--- src/rtl/brd_pkg.sv ---
package brd_pkg;

    localparam int CFG_W        = 16;
    localparam int LAT_W        = 3;
    localparam int LEN_W        = 2;
    localparam int MAX_LEN_LOG2 = 3;
    localparam int CNT_W        = LAT_W + 1;
    localparam int BEAT_W       = MAX_LEN_LOG2;
    localparam int LANE_W       = 16;

    // bits 14 and 5..3 are forced to zero on every write
    localparam logic [CFG_W-1:0] CFG_KEEP = 16'hBFC7;
    // async, latency code 7, wait during delay, linear, rising edge, 8 words
    localparam logic [CFG_W-1:0] CFG_RST  = 16'h9CC3;

    localparam int B_MODE   = 15;
    localparam int B_LATHI  = 13;
    localparam int B_HOLD   = 9;
    localparam int B_EARLY  = 8;
    localparam int B_ORDER  = 7;
    localparam int B_EDGE   = 6;

    localparam logic [LANE_W-1:0] LANE_SALT = 16'h5A5A;

    typedef enum logic [1:0] {
        ST_IDLE,
        ST_ASYNC,
        ST_LAT,
        ST_BURST
    } seq_state_t;

    typedef struct packed {
        logic             sync_ok;
        logic [LAT_W-1:0] lat;
        logic [LEN_W-1:0] len;
        logic             early;
    } rd_cfg_t;

endpackage

--- src/rtl/brd_cfg_reg.sv ---
module brd_cfg_reg
    import brd_pkg::*;
(
    input  logic             clk,
    input  logic             rst_n,
    input  logic             we,
    input  logic [CFG_W-1:0] wdata,
    output logic [CFG_W-1:0] q,
    output rd_cfg_t          fields
);

    logic [CFG_W-1:0] reg_q;
    logic             len_ok;
    logic             fixed_ok;

    always_ff @(posedge clk or negedge rst_n) begin
        if (!rst_n) begin
            reg_q <= CFG_RST;
        end else if (we) begin
            reg_q <= wdata & CFG_KEEP;
        end
    end

    always_comb begin
        unique case (reg_q[2:0])
            3'b001, 3'b010, 3'b011: len_ok = 1'b1;
            default:                len_ok = 1'b0;
        endcase
        fixed_ok       = reg_q[B_ORDER] && reg_q[B_EDGE] && !reg_q[B_HOLD];
        fields.sync_ok = !reg_q[B_MODE] && !reg_q[B_LATHI] && fixed_ok && len_ok;
        fields.lat     = reg_q[B_LATHI-1 -: LAT_W];
        fields.len     = reg_q[LEN_W-1:0];
        fields.early   = reg_q[B_EARLY];
    end

    assign q = reg_q;

endmodule

--- src/rtl/brd_array_model.sv ---
module brd_array_model
    import brd_pkg::*;
#(
    parameter int ADDR_W = 20,
    parameter int DATA_W = 32
) (
    input  logic [ADDR_W-1:0] rd_addr,
    output logic [DATA_W-1:0] word
);

    localparam int CHUNKS = (ADDR_W + LANE_W - 1) / LANE_W;
    localparam int EXT_W  = CHUNKS * LANE_W;
    localparam int LANES  = DATA_W / LANE_W;

    logic [EXT_W-1:0]  addr_ext;
    logic [LANE_W-1:0] folded;

    always_comb begin
        addr_ext = EXT_W'(rd_addr);
        folded   = '0;
        for (int c = 0; c < CHUNKS; c++) begin
            folded = folded ^ addr_ext[c*LANE_W +: LANE_W];
        end
    end

    for (genvar k = 0; k < LANES; k++) begin : g_lane
        localparam logic [LANE_W-1:0] SALT = LANE_W'(LANE_SALT * k);
        assign word[k*LANE_W +: LANE_W] = folded ^ SALT;
    end

endmodule

--- src/rtl/brd_burst_seq.sv ---
module brd_burst_seq
    import brd_pkg::*;
#(
    parameter int ADDR_W = 20
) (
    input  logic              clk,
    input  logic              rst_n,
    input  logic              ce_n,
    input  logic              adv_n,
    input  logic [ADDR_W-1:0] addr,
    input  rd_cfg_t           cfg,
    output logic [ADDR_W-1:0] rd_addr,
    output logic              dq_oe,
    output logic              wait_o,
    output logic              in_burst
);

    seq_state_t        state_q, state_n;
    logic [ADDR_W-1:0] base_q, base_n;
    logic [CNT_W-1:0]  cnt_q, cnt_n;
    logic [BEAT_W-1:0] beat_q, beat_n;
    logic [BEAT_W-1:0] last_q, last_n;
    logic              early_q, early_n;
    logic              strobe;
    logic [ADDR_W-1:0] wrap_mask;
    logic [ADDR_W-1:0] wrap_addr;

    assign strobe = !ce_n && !adv_n;

    // next-state and capture logic
    always_comb begin
        state_n = state_q;
        base_n  = base_q;
        cnt_n   = cnt_q;
        beat_n  = beat_q;
        last_n  = last_q;
        early_n = early_q;
        if (ce_n) begin
            state_n = ST_IDLE;
        end else begin
            unique case (state_q)
                ST_IDLE, ST_ASYNC: begin
                    if (strobe) begin
                        base_n = addr;
                        if (cfg.sync_ok) begin
                            state_n = ST_LAT;
                            cnt_n   = CNT_W'(cfg.lat) + CNT_W'(1);
                            beat_n  = '0;
                            last_n  = BEAT_W'((1 << cfg.len) - 1);
                            early_n = cfg.early;
                        end else begin
                            state_n = ST_ASYNC;
                        end
                    end
                end
                ST_LAT: begin
                    if (cnt_q == '0) begin
                        state_n = ST_BURST;
                    end else begin
                        cnt_n = cnt_q - CNT_W'(1);
                    end
                end
                ST_BURST: begin
                    if (beat_q == last_q) begin
                        state_n = ST_IDLE;
                    end else begin
                        beat_n = beat_q + BEAT_W'(1);
                    end
                end
                default: state_n = ST_IDLE;
            endcase
        end
    end

    // state register
    always_ff @(posedge clk or negedge rst_n) begin
        if (!rst_n) begin
            state_q <= ST_IDLE;
            base_q  <= '0;
            cnt_q   <= '0;
            beat_q  <= '0;
            last_q  <= '0;
            early_q <= 1'b0;
        end else begin
            state_q <= state_n;
            base_q  <= base_n;
            cnt_q   <= cnt_n;
            beat_q  <= beat_n;
            last_q  <= last_n;
            early_q <= early_n;
        end
    end

    assign wrap_mask = ADDR_W'(last_q);
    assign wrap_addr = (base_q & ~wrap_mask) | ((base_q + ADDR_W'(beat_q)) & wrap_mask);

    // outputs decoded from state
    always_comb begin
        dq_oe    = 1'b0;
        wait_o   = 1'b0;
        in_burst = 1'b0;
        rd_addr  = base_q;
        unique case (state_q)
            ST_IDLE: begin
                dq_oe = 1'b0;
            end
            ST_ASYNC: begin
                dq_oe = 1'b1;
            end
            ST_LAT: begin
                wait_o = early_q ? (cnt_q != '0) : 1'b1;
            end
            ST_BURST: begin
                dq_oe    = 1'b1;
                in_burst = 1'b1;
                rd_addr  = wrap_addr;
            end
            default: dq_oe = 1'b0;
        endcase
    end

endmodule

--- src/rtl/burst_read_engine.sv ---
module burst_read_engine
    import brd_pkg::*;
#(
    parameter int ADDR_W = 20,
    parameter int DATA_W = 32
) (
    input  logic              clk,
    input  logic              rst_n,
    input  logic              cfg_we,
    input  logic [15:0]       cfg_wdata,
    output logic [15:0]       cfg_rdata,
    input  logic              ce_n,
    input  logic              adv_n,
    input  logic [ADDR_W-1:0] addr,
    output logic [DATA_W-1:0] dq_out,
    output logic              dq_oe,
    output logic              wait_o
);

    rd_cfg_t           fields;
    logic [ADDR_W-1:0] rd_addr;
    logic [DATA_W-1:0] word;
    logic              in_burst;

    brd_cfg_reg u_cfg (
        .clk    (clk),
        .rst_n  (rst_n),
        .we     (cfg_we),
        .wdata  (cfg_wdata),
        .q      (cfg_rdata),
        .fields (fields)
    );

    brd_burst_seq #(.ADDR_W(ADDR_W)) u_seq (
        .clk      (clk),
        .rst_n    (rst_n),
        .ce_n     (ce_n),
        .adv_n    (adv_n),
        .addr     (addr),
        .cfg      (fields),
        .rd_addr  (rd_addr),
        .dq_oe    (dq_oe),
        .wait_o   (wait_o),
        .in_burst (in_burst)
    );

    brd_array_model #(.ADDR_W(ADDR_W), .DATA_W(DATA_W)) u_array (
        .rd_addr (rd_addr),
        .word    (word)
    );

    assign dq_out = dq_oe ? word : '0;

endmodule

--- config.mk ---
export PLATFORM = sky130hd
export DESIGN_NAME = burst_read_engine
export DESIGN_NICKNAME = d
export VERILOG_FILES = /design/src/rtl/brd_pkg.sv /design/src/rtl/brd_cfg_reg.sv /design/src/rtl/brd_array_model.sv /design/src/rtl/brd_burst_seq.sv /design/src/rtl/burst_read_engine.sv
export SDC_FILE = /design/constraint.sdc
export NUM_CORES = 1
export LEC_CHECK = 0
export ABC_AREA = 1
export ABC_CLOCK_PERIOD_IN_PS = 3300
export BUFFER_PORTS_ARGS = -buffer_cell sky130_fd_sc_hd__clkbuf_2
export CAP_MARGIN = 15
export CORE_MARGIN = 2
export CORE_UTILIZATION = 30
export CTS_CLUSTER_SIZE = 8
export DETAILED_ROUTE_END_ITERATION = 6
export SLEW_MARGIN = 10
export SYNTH_ARGS = -nofsm -noshare
export SYNTH_HDL_FRONTEND = slang
export SYNTH_SLANG_ARGS = --single-unit
--- constraint.sdc ---
create_clock -name clk -period 3.3 [get_ports clk]
set_input_delay 0.165 -clock clk [delete_from_list [all_inputs] [get_ports clk]]
set_output_delay 0.165 -clock clk [all_outputs]
set_load 0.02 [all_outputs]
==> results.cfg <==
[run_status]
outcome = finished, final reports clean

[synthesis]
yosysUniqueCellTypes = 32
postSynthAreaPerCell_um2 = 7.83
synth-seq-cells = 45
yosysSeqAreaShare = 0.458
yosysMostFrequentCell = nand2_1
synth_top_area_frac = 0.373
synth_warnings = 0
synthTopCellsByCount = nand2_1, dfrtp_1, inv_1, nor2_1, buf_4
syn_area_um2 = 2480
synth_ff_type = dfrtp_1
synth_area_leaders = dfrtp_1, nand2_1, dfstp_2, inv_1, buf_4
synthCells = 317
ys_async_sr_fraction = 1.00
synth_top_area_cell = dfrtp_1
synth-edff-count = 0

[cells_and_area]
area_growth_pct = 21.5
drive_above_1_share = 0.307
diodes = 0
layout.nets = 436
final_core_util = 0.371
fin_cells = 496

[setup_path]
ff2ff_path_depth = 7
critPathRequiredTime_ns = 3.13
path_class = register to output port
end_kind = output port
path_max_fanout = 18
r2r_setup_slack_ns = 1.37
cp.arrival_ns = 2.17
r2r_start = u_seq.state_q[0]$_DFFE_PN0P_
start_kind = register
rr_endpoint = u_seq.cnt_q[1]$_DFFE_PN0P_

[sta]
max_freq_ghz = 0.429
finalCritPeriodShare = 0.707
finalSetupTns_ns = 0
setup_viol = 0
slew_headroom = 0.511
slew_viol_final = 0
tightest_slew_ns = 0.733
hold_violations = 0
fin_skew_ns = 0.00366
rsz0062_at_grt = false
period_needed_ns = 2.33

[clock_tree]
clk_path_buf_depth = 2
cts_resized = 0
cts_sinks = 45
cts_tree = done
cts_buffers = 5
h-tree-depth = 2
clkSlewWorstSetupHoldPaths_ns = 0.08
clk_latency_ns = 0.29
cts-root-buf = clkbuf_8

[floorplanning]
die_y_um = 95.0
io_pins = 91
die_x_um = 95.0
row_count = 33
core_um2 = 8130
start_util = 0.305
die-area_um2 = 9020

[pwr]
p_int_uw = 1320
p_clk_frac = 0.156
pwr-share-comb = 0.467
sequentialPowerShare = 0.377
p_sw_frac = 0.447
p_total_uw = 2380
p_leak_uw = 0.00172
switching_power_uw = 1060
irDropWorstVdd_v = 0.000298
power_density_nw_per_um2 = 789

[place]
io_buffers = 82
place_inst = 487
gp_congestion = 0.838
dp_hpwl_mm = 4.10

[grt]
grt_pass1_wl_mm = 9.14
antenna_found_initial = 0
overflow = 0
grt_pass1_vias = 1990
grt_start_max_net_pins = 26
grt_use_total = 0.129

[detailed_routing]
drt_iter0_markers = 83
detail-route-antenna-nets = 0
wl_per_cell_um = 11.0
routed_wl_mm = 5.46
vias = 2155
firstDrtPassIters = 6
drc_errors = 0
viasPerCell = 4.34

[min_path]
worstHoldEndpoint = u_seq.base_q[8]$_DFFE_PN0P_
min_path_cells = 3
min-delay-start = addr[8]
min_path_type = input port to register

[flow_run]
maxCapViolCount = 0
[critical path: stages (launching register included)]
cell      delay [ns]
dfrtp_1         0.82
nand2_4         0.17
clkinv_4        0.12
nand2_1         0.07
o21ai_1         0.17
o21ai_1         0.08
a21oi_1         0.22
clkbuf_2        0.21
[cells in the final DEF, fill, tap and decap left out, types with 2 or more instances in the layout]
master	count
nand2_1	109
clkbuf_2	82
dfrtp_1	37
inv_1	36
nor2_1	24
o21ai_0	12
nand3_1	11
dfstp_2	8
o21ai_1	7
clkbuf_8	7
xnor2_1	6
a21oi_1	5
mux2_2	5
nand4_1	5
inv_2	4
ha_1	4
conb_1	4
nand2_2	3
o21bai_1	3
xor2_1	2
o21a_1	2
nor2_2	2
nor2_4	2
buf_4	2
[stage by stage]
step	hold WS, ns	instance area [um2]	setup slack (ns)
after floorplan	-0.131	2490	1.42
after global placement	0.223	2910	1.32
after detailed placement	0.228	2910	1.28
after CTS	0.0519	3020	0.948
after global routing	0.0554	3020	0.747
final	0.0617	3020	0.968
[kinds of logic (layout without fill, tap and decap cells)]
| group | after synthesis | after routing | share of synthesized area |
|---|---|---|---|
| buf+inv | 63 | 134 | 0.122 |
| flops | 45 | 45 | 0.458 |
| fa+ha+maj | 5 | 5 | 0.0282 |
| xor+xnor | 8 | 8 | 0.0282 |
| compound gates | 31 | 31 | 0.0696 |
| other cells | 1 | 4 | 0.00151 |
| mux | 5 | 5 | 0.0227 |
| simple gates | 159 | 159 | 0.270 |
[per-layer routing]
layer,vias up,track usage,wire (um)
li1,1105,-,-
met1,998,0.169,2490
met2,45,0.218,2720
met3,7,0.0168,175
met4,0,0.0447,77
met5,-,0,0
[what timing repair did]
action | in CTS | in global routing
hold buffers | 1 | 0
hold endpoints to repair | 17 | 0
setup buffers | 0 | 0
[power groups by stage]
stage / Clock [uW] / Sequential (uW) / Combinational (uW)
detailed placement: 0 / 909 / 1120
CTS: 390 / 898 / 1130
global placement: 0 / 902 / 1110
global route: 415 / 924 / 1270
floorplan: 0 / 865 / 884
finish: 372 / 897 / 1110
[how the worst max path moves through the flow]
stage                                             from    endpoint  slack [ns]  depth (start not counted)
after floorplan            u_seq.beat_q[0]$_DFFE_PN0P_  dq_out[18]        1.42                          8
after global placement    u_seq.state_q[0]$_DFFE_PN0P_  dq_out[16]        1.32                          7
after detailed placement  u_seq.state_q[0]$_DFFE_PN0P_  dq_out[16]        1.28                          7
after CTS                 u_seq.state_q[0]$_DFFE_PN0P_  dq_out[16]        0.95                          7
after global routing      u_seq.state_q[0]$_DFFE_PN0P_   dq_out[0]        0.75                          7
final                     u_seq.state_q[0]$_DFFE_PN0P_  dq_out[16]        0.97                          7
[registers in the layout (all words and copies together), names as in the netlist]
register / flops
u_cfg.q: 12
u_seq.base_q: 20
u_seq.beat_q: 3
u_seq.last_q: 3
u_seq.state_q: 2
u_seq.early_q: 1
u_seq.cnt_q: 4
[area by class of cell]
class	instances	area (um2)
clock buffer	7	96.3
clock inverter	1	5.00
fill	856	5120
inverter	41	159
multi-input combinational	212	1050
sequential	45	1140
tap	105	131
timing repair buffer	85	435
Note: power is estimated with default switching activity, not from simulation.
